===== config.mk =====
export PLATFORM = sky130hd
export DESIGN_NAME = fetch_pc_unit
export DESIGN_NICKNAME = d
export VERILOG_FILES = /design/src/rtl/fetch_pc_unit.sv
export SDC_FILE = /design/constraint.sdc
export NUM_CORES = 2
export LEC_CHECK = 0
export ABC_AREA = 0
export ABC_CLOCK_PERIOD_IN_PS = 14500
export BUFFER_PORTS_ARGS = -buffer_cell sky130_fd_sc_hd__buf_4
export CORE_MARGIN = 1.5
export CORE_UTILIZATION = 57
export DETAILED_ROUTE_END_ITERATION = 12
export GPL_TIMING_DRIVEN = 1
export PLACE_DENSITY = 0.84
export SLEW_MARGIN = 40
export SYNTH_ARGS = -nofsm -noshare
export SYNTH_HDL_FRONTEND = slang
export SYNTH_SLANG_ARGS = --single-unit

===== constraint.sdc =====
create_clock -name clk -period 14.5 [get_ports clk]
set_input_delay 1.45 -clock clk [delete_from_list [all_inputs] [get_ports clk]]
set_output_delay 1.45 -clock clk [all_outputs]
set_load 0.1 [all_outputs]

===== src/rtl/fetch_pc_unit.sv =====
module fetch_pc_unit #(
  parameter int ROM_AW = 6
) (
  input  logic              clk,
  input  logic              rst,
  input  logic              branch,
  input  logic              jump,
  input  logic              alu_zero,
  input  logic              ld_en,
  input  logic [ROM_AW-1:0] ld_addr,
  input  logic [31:0]       ld_data,
  output logic [31:0]       fetch_addr,
  output logic [31:0]       instr_word
);
  localparam int ROM_DEPTH = 1 << ROM_AW;
  localparam int WA = 30;

  logic [WA-1:0] pc_q;
  logic [WA-1:0] pc_seq, pc_br, pc_jmp, pc_nxt;
  logic [31:0]   rom [ROM_DEPTH];

  always_ff @(posedge clk)
    if (ld_en) rom[ld_addr] <= ld_data;

  assign instr_word = rom[pc_q[ROM_AW-1:0]];

  assign pc_seq = pc_q + WA'(1);
  assign pc_br  = pc_seq + {{(WA-16){instr_word[15]}}, instr_word[15:0]};
  assign pc_jmp = {pc_q[WA-1:WA-4], instr_word[25:0]};
  assign pc_nxt = jump ? pc_jmp : ((branch && alu_zero) ? pc_br : pc_seq);

  always_ff @(posedge clk)
    if (rst) pc_q <= '0;
    else     pc_q <= pc_nxt;

  assign fetch_addr = {pc_q, 2'b00};
endmodule



==> run summary <==
The run finished with clean final reports. The worst slew margin relative to its limit is 0.3841. TritonCTS built the clock tree. The async set or reset register ratio after synthesis works out to 0. The area occupied by registers is 62120 um2, and the overall die area is 144600 um2. IR analysis of the VDD net gives a maximum drop of 0.3246 mV.

The die is 380.3 um tall. In the synthesized netlist the dominant register cell turns out to be sky130_fd_sc_hd__edfxtp_1. At the end of routability-driven placement, the weighted congestion stood at 0.9220. TritonCTS buffer count: 190.

Number of global-route vias before repair: 42460. The total power density per cell area was 201.0 nW/um2; the die extent in x was 380.3 um. The run gives 140 as the pin count of the biggest net entering global routing. The utilization after layout was 0.6485; the number of I/O pins was 108. Worst-margin pin slew: 0.9239 ns.

The filler cells instantiated in the layout total 8313. In this run the critical register-to-register path is captured at pc_q[22]. The violation count after the first detailed-routing iteration was 7992; the share of post-route cells with drive strength above 1 was 0.3239.

Ranked by total cell area, the synthesized netlist is headed by sky130_fd_sc_hd__edfxtp_1, sky130_fd_sc_hd__mux4_2, sky130_fd_sc_hd__dfxtp_1, sky130_fd_sc_hd__nor2_1, sky130_fd_sc_hd__ha_1. Detailed routing inserted a total of 42700 vias. In this run the core area contains 138 standard-cell rows. The number of max-cap violations is 0. Clock tree synthesis selected as its root buffer the cell sky130_fd_sc_hd__clkbuf_16.

The run gives 0 as the hold violation total from the final report. At the worst endpoint, the arrival time is 7.82 ns. Largest clock skew in the final design: 0.05249 ns. The routed length per placed instance was 41.88 um; the final-layout setup total negative slack was 0 ns. The wire length of the first global-routing pass came out at 329300 um.

The period utilization was 0.4892. For the worst flop-to-flop path, the logic depth is 18. STA classifies the critical path startpoint as a flip-flop. Setup violations remaining at the end of the flow were counted as 0.

The run gives 0.7655 as the sequential share of the synthesized area. Following the worst setup path forward leads to its endpoint at pc_q[22]. The worst register-to-register path begins at pc_q[0]. The run gives 8 as the detailed-router iteration count before antenna repair. After the flow finishes, the layout carries non-filler instances totaling 5754. The worst setup path is captured at a flip-flop. The critical path required time came out at 15.22 ns. Summed over all nets, the switching power comes to 6483 uW. The proportion of total power due to net switching was 0.3518. For this run, the number of Yosys warnings is 0.

In this run, synthesis produced a sequential element count of 2078. The final critical-path required period came out at 7.094 ns. Summed over all layers, the global routing overflow is 0.

The vias per cell was 7.421; the worst hold-check slack was 0.5606 ns. The synthesized netlist contains 62 unique library cells. Internal power comes to 11950 uW.

After detailed routing, the number of remaining DRC violations is 0. For the count of pins over their slew limit, the log shows 0. The number of antenna violations at the first check in global routing is 20. The tightest min-delay check is of the flip-flop to flip-flop type. Counting every sink on the clock net gives 2078. In this run the register-to-register setup slack is 7.41 ns. After legalization and detailed placement, the total HPWL measured 122200 um. Highest clock frequency the design can meet: 141.0 MHz. The run gives 0.5737 as the initial standard-cell utilization of the core. The tools report the launch point of the critical path as pc_q[0]. Setup repair after global routing left no endpoint under its margin. Clock edge transition at the registers on the reported setup and hold paths: 0.07 ns. The gate count after technology mapping is 3458, and the layout net count is 3770. The routed wire length is 241000 um. The worst setup path is of the flip-flop to flip-flop kind. The share of Yosys cell area claimed by the top area cell type came out at 0.7581. The depth of the CTS H-tree is 4, and the maximum clock path buffer count is 3. The tools report the number of placed instances, taps included as 5380.

The mapped netlist covers 81130 um2. In this run the static leakage power is 0.02806 uW. The run gives 0.280 as the clock group share of total power. Maximum fanout along the worst path: 54. The run gives 0.373 as the sequential share of power. From synthesis to final layout, the design area changed by 13.04%. At the later pin of the worst-skew pair, clock insertion delay measures 0.86 ns.

The total of hold buffers inserted after clock tree synthesis was 0; the total global routing track utilization was 0.3303. In this run, synthesis inferred 2048 flip-flops with an integrated enable. The core region is 141400 um2. The total setup buffers inserted after CTS was 0. Cell accounting for the most synthesized area: sky130_fd_sc_hd__edfxtp_1.

The number of gates resized after CTS was 0. The power share of the combinational group was 0.347. The synthesized area per cell was 23.46 um2.

The antenna violation net count after detailed routing was 0; the count of buffers from port buffering was 105. The area of the multi-input gates came out at 18640 um2.
[worst min path at each step]
stage | start | to | slack [ns] | cells past startpoint
floorplan | pc_q[29] | pc_q[29] | 0.92 | 2
global placement | pc_q[29] | pc_q[29] | 0.53 | 2
detailed placement | pc_q[29] | pc_q[29] | 0.55 | 2
CTS | pc_q[29] | pc_q[29] | 0.56 | 2
global route | pc_q[29] | pc_q[29] | 0.58 | 2
finish | pc_q[29] | pc_q[29] | 0.56 | 2
[cell usage in the layout (no fill, tap or decap), types with 41 or more instances in the layout]
master	instances
sky130_fd_sc_hd__edfxtp_1	2048
sky130_fd_sc_hd__mux4_2	667
sky130_fd_sc_hd__clkbuf_16	193
sky130_fd_sc_hd__buf_4	179
sky130_fd_sc_hd__nand2_1	70
sky130_fd_sc_hd__nor2_1	70
sky130_fd_sc_hd__nor2_4	62
sky130_fd_sc_hd__clkbuf_1	41
[Yosys cell counts (all sizes together), types with 4 or more instances]
master and instances:
ha 30, nor2 132, mux4 667, nor3 21, clkbuf 79, xor2 18, nand2b 6, nand4 11
edfxtp 2048, a22oi 5, inv 12, nand2 70, xnor2 29, a21oi 36, a211oi 15, o21ai 21
nand3 25, o21bai 5, dfxtp 30, a31oi 6, a21o 10, buf 101, a311oi 16, o211ai 4
nor2b 9, and2 6
[per-stage QoR]
step | setup WS (ns) | total power (uW) | cell area, um2
6_report | 7.406 | 18430 | 91700
5_1_grt | 7.027 | 18830 | 91690
4_1_cts | 7.359 | 18300 | 91360
3_5_place_dp | 7.571 | 13080 | 85100
3_3_place_gp | 7.037 | 12940 | 84700
2_1_floorplan | 8.237 | 11420 | 81130
[metal layers]
metal	track usage	part of all wire
met3	0.1047	0.15
met5	0	0.0014
met2	0.5173	0.48
met1	0.4153	0.31
met4	0.1787	0.062
[power by group through the flow]
stage               combinational [uW]  sequential, uW  clock (uW)
floorplan                         4310            7120           0
global placement                  5910            7020           0
detailed placement                6080            7000           0
CTS                               6250            6880        5160
global route                      6590            6870        5370
finish                            6390            6880        5160
[flip-flops by register name, indices dropped and copies added, names as in the netlist]
name / flops
pc_q: 30
rom: 2048
[worst max-delay path, stage by stage, from the launching register on]
cell	delay, ns
sky130_fd_sc_hd__dfxtp_4	0.42
sky130_fd_sc_hd__buf_12	0.25
sky130_fd_sc_hd__buf_6	0.57
sky130_fd_sc_hd__buf_12	0.39
sky130_fd_sc_hd__buf_16	0.40
sky130_fd_sc_hd__mux4_2	0.59
sky130_fd_sc_hd__mux4_2	0.51
sky130_fd_sc_hd__mux4_2	0.61
sky130_fd_sc_hd__ha_1	0.29
sky130_fd_sc_hd__fa_1	0.44
sky130_fd_sc_hd__a21o_1	0.21
sky130_fd_sc_hd__a21oi_1	0.34
sky130_fd_sc_hd__o21ai_0	0.24
sky130_fd_sc_hd__a311oi_1	0.44
sky130_fd_sc_hd__o21ai_1	0.25
sky130_fd_sc_hd__nor4b_1	0.22
sky130_fd_sc_hd__a2111oi_0	0.42
sky130_fd_sc_hd__nor2_1	0.08
sky130_fd_sc_hd__o21a_1	0.17
[kinds of logic (layout without fill, tap and decap cells)]
family	count (synthesis)	count (layout)	synth area share
compound gates	139	139	0.01155
xor+xnor	47	47	0.005074
fa+ha+maj	31	31	0.004874
buf+inv	192	586	0.01090
flops	2078	2078	0.7655
mux	669	669	0.1854
other cells	1	13	0.00004622
simple gates	301	301	0.01666
[final cells by class]
type | instances | share of cell area
inverter | 12 | 0.0004912
clock buffer | 238 | 0.05494
antenna | 11 | 0.0003002
tap | 1890 | 0.02579
multi-input combinational | 1189 | 0.2033
sequential | 2078 | 0.6774
clock inverter | 112 | 0.01330
timing repair buffer | 224 | 0.02448
Note: power is estimated with default switching activity, not from simulation.
